### config.mk
export PLATFORM = sky130hd
export DESIGN_NAME = prot_access_check
export DESIGN_NICKNAME = d
export VERILOG_FILES = /design/src/rtl/prot_chk_pkg.sv /design/src/rtl/prot_region_match.sv /design/src/rtl/prot_first_hit.sv /design/src/rtl/prot_access_check.sv
export SDC_FILE = /design/constraint.sdc
export NUM_CORES = 1
export LEC_CHECK = 0
export ABC_AREA = 1
export BUFFER_PORTS_ARGS = -buffer_cell sky130_fd_sc_hd__buf_2
export CAP_MARGIN = 15
export CORE_ASPECT_RATIO = 1.75
export CORE_MARGIN = 2
export CORE_UTILIZATION = 60
export DETAILED_ROUTE_END_ITERATION = 16
export PLACE_DENSITY_LB_ADDON = 0.08
export SYNTH_ARGS = -nofsm -noshare
export SYNTH_HDL_FRONTEND = slang
export SYNTH_SLANG_ARGS = --single-unit
export TNS_END_PERCENT = 20
### constraint.sdc
create_clock -name clk -period 10.8 [get_ports clk]
set_input_delay 2.16 -clock clk [delete_from_list [all_inputs] [get_ports clk]]
set_output_delay 2.16 -clock clk [all_outputs]
set_load 0.01 [all_outputs]
### src/rtl/prot_chk_pkg.sv
`timescale 1ns/1ps
package prot_chk_pkg;

  typedef enum logic [1:0] {
    MODE_OFF   = 2'd0,
    MODE_TOR   = 2'd1,
    MODE_NA4   = 2'd2,
    MODE_NAPOT = 2'd3
  } match_mode_e;

  typedef enum logic [1:0] {
    KIND_LOAD  = 2'd0,
    KIND_STORE = 2'd1,
    KIND_FETCH = 2'd2,
    KIND_BAD   = 2'd3
  } acc_kind_e;

  typedef struct packed {
    logic        lock;
    logic [1:0]  rsvd;
    match_mode_e mode;
    logic        x;
    logic        w;
    logic        r;
  } ent_cfg_t;

endpackage

### src/rtl/prot_region_match.sv
`timescale 1ns/1ps
module prot_region_match
  import prot_chk_pkg::*;
#(
  parameter int WA_W = 30
) (
  input  match_mode_e     mode,
  input  logic [WA_W-1:0] own_addr,
  input  logic [WA_W-1:0] low_addr,
  input  logic [WA_W-1:0] word,
  output logic            hit
);

  logic [WA_W-1:0] own_inc;
  logic [WA_W-1:0] care;

  // trailing ones plus the first zero become don't-care bits
  assign own_inc = own_addr + WA_W'(1);
  assign care    = ~(own_addr ^ own_inc);

  always_comb begin
    unique case (mode)
      MODE_OFF:   hit = 1'b0;
      MODE_TOR:   hit = (word >= low_addr) && (word < own_addr);
      MODE_NA4:   hit = (word == own_addr);
      MODE_NAPOT: hit = ((word & care) == (own_addr & care));
      default:    hit = 1'b0;
    endcase
  end

endmodule

### src/rtl/prot_first_hit.sv
`timescale 1ns/1ps
module prot_first_hit #(
  parameter int N_ENT = 4,
  localparam int IDX_W = (N_ENT > 1) ? $clog2(N_ENT) : 1
) (
  input  logic [N_ENT-1:0] hits,
  output logic             any_hit,
  output logic [IDX_W-1:0] win_idx
);

  // scan downward so the lowest index is written last
  always_comb begin
    any_hit = 1'b0;
    win_idx = '0;
    for (int i = N_ENT - 1; i >= 0; i--) begin
      if (hits[i]) begin
        any_hit = 1'b1;
        win_idx = IDX_W'(i);
      end
    end
  end

endmodule

### src/rtl/prot_access_check.sv
`timescale 1ns/1ps
module prot_access_check
  import prot_chk_pkg::*;
#(
  parameter int N_ENT = 4,
  parameter int PA_W  = 32,
  localparam int WA_W  = PA_W - 2,
  localparam int IDX_W = (N_ENT > 1) ? $clog2(N_ENT) : 1
) (
  input  logic                    clk,
  input  logic                    rst,
  input  logic [PA_W-1:0]         acc_addr,
  input  logic [1:0]              acc_kind,
  input  logic                    acc_mach,
  input  logic [8*N_ENT-1:0]      ent_cfg,
  input  logic [WA_W*N_ENT-1:0]   ent_addr,
  output logic                    grant
);

  ent_cfg_t         cfg_arr  [N_ENT];
  logic [WA_W-1:0]  addr_arr [N_ENT];
  logic [N_ENT-1:0] hits;
  logic [N_ENT-1:0] active;
  logic [WA_W-1:0]  word;
  logic             any_hit;
  logic [IDX_W-1:0] win_idx;
  ent_cfg_t         win;
  logic             need_ok;
  logic             verdict;
  logic             unused_bits;

  assign word = acc_addr[PA_W-1:2];

  genvar g;
  generate
    for (g = 0; g < N_ENT; g++) begin : g_ent
      logic [WA_W-1:0] low;
      assign cfg_arr[g]  = ent_cfg_t'(ent_cfg[8*g +: 8]);
      assign addr_arr[g] = ent_addr[WA_W*g +: WA_W];
      assign active[g]   = (cfg_arr[g].mode != MODE_OFF);
      if (g == 0) begin : g_first
        assign low = '0;
      end else begin : g_rest
        assign low = ent_addr[WA_W*(g-1) +: WA_W];
      end
      prot_region_match #(.WA_W(WA_W)) u_match (
        .mode     (cfg_arr[g].mode),
        .own_addr (addr_arr[g]),
        .low_addr (low),
        .word     (word),
        .hit      (hits[g])
      );
    end
  endgenerate

  prot_first_hit #(.N_ENT(N_ENT)) u_pick (
    .hits    (hits),
    .any_hit (any_hit),
    .win_idx (win_idx)
  );

  assign win = cfg_arr[win_idx];

  always_comb begin
    unique case (acc_kind_e'(acc_kind))
      KIND_LOAD:  need_ok = win.r;
      KIND_STORE: need_ok = win.w;
      KIND_FETCH: need_ok = win.x;
      default:    need_ok = 1'b0;
    endcase
  end

  always_comb begin
    if (acc_kind == KIND_BAD)
      verdict = 1'b0;
    else if (any_hit)
      verdict = (acc_mach && !win.lock) ? 1'b1 : need_ok;
    else
      verdict = acc_mach || !(|active);
  end

  always_ff @(posedge clk) begin
    if (rst) grant <= 1'b0;
    else     grant <= verdict;
  end

  always_comb begin
    unused_bits = ^acc_addr[1:0];
    for (int i = 0; i < N_ENT; i++) unused_bits = unused_bits ^ (^cfg_arr[i].rsvd);
  end

endmodule

Yosys cells after proc, flatten, opt, wreduce, memory -nomap -nowiden
Cells that the tools add are included.
- register bits after elaboration: 1
- input port bits: 189
- logic and storage cells: 91
- add/subtract/negate cells: 4
- order comparisons: 9
- equal/unequal tests: 23
- multiplexer cells: 18
- bitwise gates (word level): 17
- reductions and logical operators: 19
- operators by type and width (cell ; number):
    $and A30 B30 Y30 ; 8
    $eq A30 B30 Y1 ; 8
    $add A30 B1 Y30 const B ; 4
    $lt A30 B30 Y1 ; 4
    $not A30 Y30 ; 4
    $xor A30 B30 Y30 ; 4
    $ge A30 B30 Y1 ; 3
    $ge A30 B1 Y1 const B ; 1
    $eq A2 B2 Y1 const B ; 10
    $bmux W8 S2 ; 1
    $mux W8 ; 2
    $pmux W1 S4 ; 4
    $eq A2 B1 Y1 const B ; 5
    $logic_not A2 Y1 ; 5
    $mux W2 ; 4
    $reduce_bool A2 Y1 ; 4
    $mux W1 ; 6
    $logic_and A1 B1 Y1 ; 5
    $reduce_or A4 Y1 ; 1
    $ge A3 B3 Y1 const B ; 1
    $not A2 Y3 ; 1
    $pmux W1 S3 ; 1
    $logic_not A1 Y1 ; 2
    $reduce_or A2 Y1 ; 1
    $logic_or A1 B1 Y1 ; 1

Longest topological paths before layout
- depth in word-level cells: 18
- mapped depth: 36

Cells and area by module
Synthesis repeated with hierarchy kept, for this count alone.
- cell total of the unflattened synthesis: 2645
- area, all modules: 14507.7 um2
- modules (own cells, without submodules) (module ; instances ; cells an instance ; area an instance (um2) ; sequential area each (um2)):
    prot_region_match (g_ent[0].u_match ...) ; 3 ; 647 ; 3557.2 ; 0.0
    prot_region_match (g_ent[1].u_match) ; 1 ; 632 ; 3500.9 ; 0.0
    prot_access_check ; 1 ; 64 ; 299.0 ; 20.0
    prot_first_hit ; 1 ; 8 ; 36.3 ; 0.0

Worst setup path after synthesis
OpenSTA, ideal clock, no wires.
- kind: input to register
- start: in ent_addr[91]
- end: reg grant
- library setup time: 124 ps
- data arrival time: 5538 ps
- required time: 10676 ps
- path slack: 5138 ps
- cell stages on the path: 33
- path through: inv_2 > nor3_2 > inv_2 > nor3_2 > inv_2 > nor2_4 > nand2_2 > nor2_4 > nand2_2 > nor3_4 > nand2_1 > or4_4 > nand3b_1 > ha_1 > or2_2 > nand3_1 > nand2_1 > nand2_1 > nand2_1 > nor2_1 > nand2_1 > nor2_1 > nand3_1 > nand3_1 > nand2_1 > nand2_2 > nand2_2 > nand2_1 > nand3_1 > nand3_1 > nand2_1 > nor2_1 > a21oi_1
- cells in the longest elaborated chain, start to end: 18
- elaborated cells on any way between the ends: 27
- classes of those cells: add/sub: 1; order compare: 1; eq/ne: 2; mux: 15; bitwise: 5; reduce/logical: 3
- RTL lines (what ; line ; text):
    start, declared ; prot_access_check.sv:16 ; input logic [WA_W*N_ENT-1:0] ent_addr,
    $add A30 B1 Y30 ; prot_region_match.sv:18 ; assign own_inc = own_addr + WA_W'(1);
    $xor A30 B30 Y30 ; prot_region_match.sv:19 ; assign care = ~(own_addr ^ own_inc);
    $not A30 Y30 ; prot_region_match.sv:19 ;
    $and A30 B30 Y30 ; prot_region_match.sv:26 ; MODE_NAPOT: hit = ((word & care) == (own_addr & care));
    $eq A30 B30 Y1 ; prot_region_match.sv:26 ;
    $pmux W1 S4 (*) ; prot_region_match.sv:22 ; unique case (mode)
    parallel branches: the longest is 11 deep, another holds $bmux W8 S2 ; -- ;
    $mux W1 (*) ; prot_access_check.sv:76 ; else if (any_hit)
    end signal, assigned ; prot_access_check.sv:84 ; else grant <= verdict;
    end, declared ; prot_access_check.sv:17 ; output logic grant
Mark *: on every way between the ends. The select of a mux whose other input is x is not followed.
A chain may end at the register's enable or synchronous reset.

Final worst setup path
Ends and elaborated chain as after synthesis.

==> metrics.cfg <==
[route]
dr_wl_met2_um = 14740
via_per_inst = 5.399
wl_per_cell_um = 12.61
first_iter_violations = 532
ant_nets = 0
met3WireLength_um = 1369
drtPass1Iterations = 5
drc = 0
wl_um = 28880
via_count = 12364
wl_met1_um = 11390
top_layer = met5

[floorplanning]
fp-row-count = 63
fp.dieH_um = 178.7
start_util = 0.6148
io_pins = 190
die-area_um2 = 18560
die_w_um = 103.8
core_um2 = 17030

[synthesis]
synth_cell_types = 43
syn-cell-area_um2 = 10470
syn_nets = 2307
avgSynthCellArea_um2 = 5.568
yosysWarnings = 0
synth_seq_cells = 1
yosys.area.top_type = ha_1
netlist_instances = 1880
ys_seq_area_frac = 0.001913
netlist_top_cells_area = ha_1 28%, nand2_1 21%, inv_1 13%
synth_top_area_frac = 0.2845

[run_status]
status = finished clean

[power_and_ir_drop]
sequentialPowerShare = 0.010
p_int_uw = 158.5
p_clk_frac = 0
p_leak_nw = 7.009
ir_worst_vdd_uv = 20.62
powerDensity_nw_per_um2 = 34.97
sw_frac_of_total = 0.6112
combinationalPowerShare = 0.990
switching_power_uw = 249.2

[finish]
reg.largest.list = grant: 1 flops
finalNetCount = 2488
nFillCells = 1733
final_common_cell = nand2_1
regMostFlops = grant
layout_common_cells = 591 x nand2_1, 360 x inv_1, 238 x ha_1
final_util = 0.6847
syn2layout_area_growth_pct = 11.37
final_cells = 2290
drive_gt1_frac = 0.1282
largest_reg_flops = 1

[timing]
max-slew-margin-rel = 0.6590
setup_viol = 0
hold_viol_final = 0
final.period_utilization = 0.6189
worst_pin_slew_ns = 0.5068
period_needed_ns = 6.684
fmax_mhz = 149.6
rsz0062_at_grt = false
tns_ns = 0
drv_slew = 0

[placed_design]
portBuffers = 179
gp_congestion = 0.9161
place_hpwl_um = 26060
dp_cells = 2286

[setup_path]
crit_path_top_delay_cell = ha_1
crit_type = in2reg
cp-end-kind = flip-flop
cp_data_required_time_ns = 10.72
cp-start-kind = input port
cp_data_arrival_time_ns = 6.60
crit_fanout = 9
slowest_delay_ns = 0.31
crit_top_cell = nand3_1

[global_route]
track_usage = 0.3032
grt_max_degree = 12
antenna_found_initial = 7
grt_pass1_wl_um = 47690
grt-ovfl-total = 0
grt_pass1_vias = 11359

[clocking]
cts-resized-gates = 0
cts_hold_buf = 0
cts_setup_buffers = 0
clk_pin_slew_ns = 0

[flow_run]
max-cap-violations = 0

[hold_path]
hold_class = in2reg

[per-layer routing]
metal,vias up,GRT usage
met5,-,0
met4,4,0.1357
met3,99,0.03090
met2,321,0.6039
met1,5476,0.3165
li1,6464,-
[per-stage QoR]
step | hold slack, ns | total power [mW] | instance area (µm²) | setup WS (ns)
final | 2.436 | 0.4077 | 11660 | 4.116
after global routing | 2.484 | 0.4703 | 11650 | 3.485
after CTS | 2.443 | 0.4063 | 11650 | 4.146
after detailed placement | 2.443 | 0.4044 | 11650 | 4.153
after global placement | 2.448 | 0.3886 | 11650 | 4.238
after floorplan | 2.316 | 0.2674 | 10470 | 5.138
[synth_stat cells (all sizes together)]
cell    number
nor2       147
ha         238
o21a         1
and3         2
nand3b      11
or3          2
nand4       99
o21ai       22
nor4        15
nor3        29
clkinv       1
nand2      598
o31ai        1
xnor2       13
or2         51
o211ai       1
and2         1
or4          4
xor2        32
dfxtp        1
inv        373
nand3      179
o21bai       4
a21o         4
and3b        1
a21oi       50
[cells by family (layout without fill, tap and decap cells)]
group / count (synthesis) / count (layout) / synth area share
AO/OA/AOI/OAI: 83 / 83 / 0.04232
XOR/XNOR: 45 / 45 / 0.03765
adder cells (fa/ha/maj): 238 / 238 / 0.2845
buffers and inverters: 374 / 553 / 0.1341
flip-flops: 1 / 1 / 0.001913
other: 0 / 4 / 0
AND/OR/NAND/NOR: 1139 / 1139 / 0.4995
[critical path, delay by kind of cell]
family	cells	cell delay [ns]
and+or+nand+nor	25	3.23
adders and majority gates	2	0.45
buffers and inverters	5	0.42
AOI/OAI and AO/OA	2	0.30
[path summary, 6_finish.rpt]
path                         start  endpoint  depth (start not counted)
worst max-delay path  ent_addr[91]     grant                         34
worst min-delay path           rst     grant                          4
[power by group through the flow]
stage          registers (mW)  clock network (mW)  logic, mW
2_1_floorplan         0.00450                   0      0.263
3_3_place_gp          0.00424                   0      0.384
3_5_place_dp          0.00424                   0      0.400
4_1_cts               0.00424                   0      0.402
5_1_grt               0.00429        0.0000000372      0.466
6_report              0.00424        0.0000000496      0.403
[final cells by class]
type,instances,area (µm²),share of cell area
Antenna cell,4,10.01,0.0008586
Inverter,374,1404,0.1204
Multi-Input combinational cell,1505,9044,0.7758
Sequential cell,1,20.02,0.001717
Tap cell,227,284.0,0.02436
Timing Repair Buffer,179,895.9,0.07685
(Power assumes the default switching activity.)
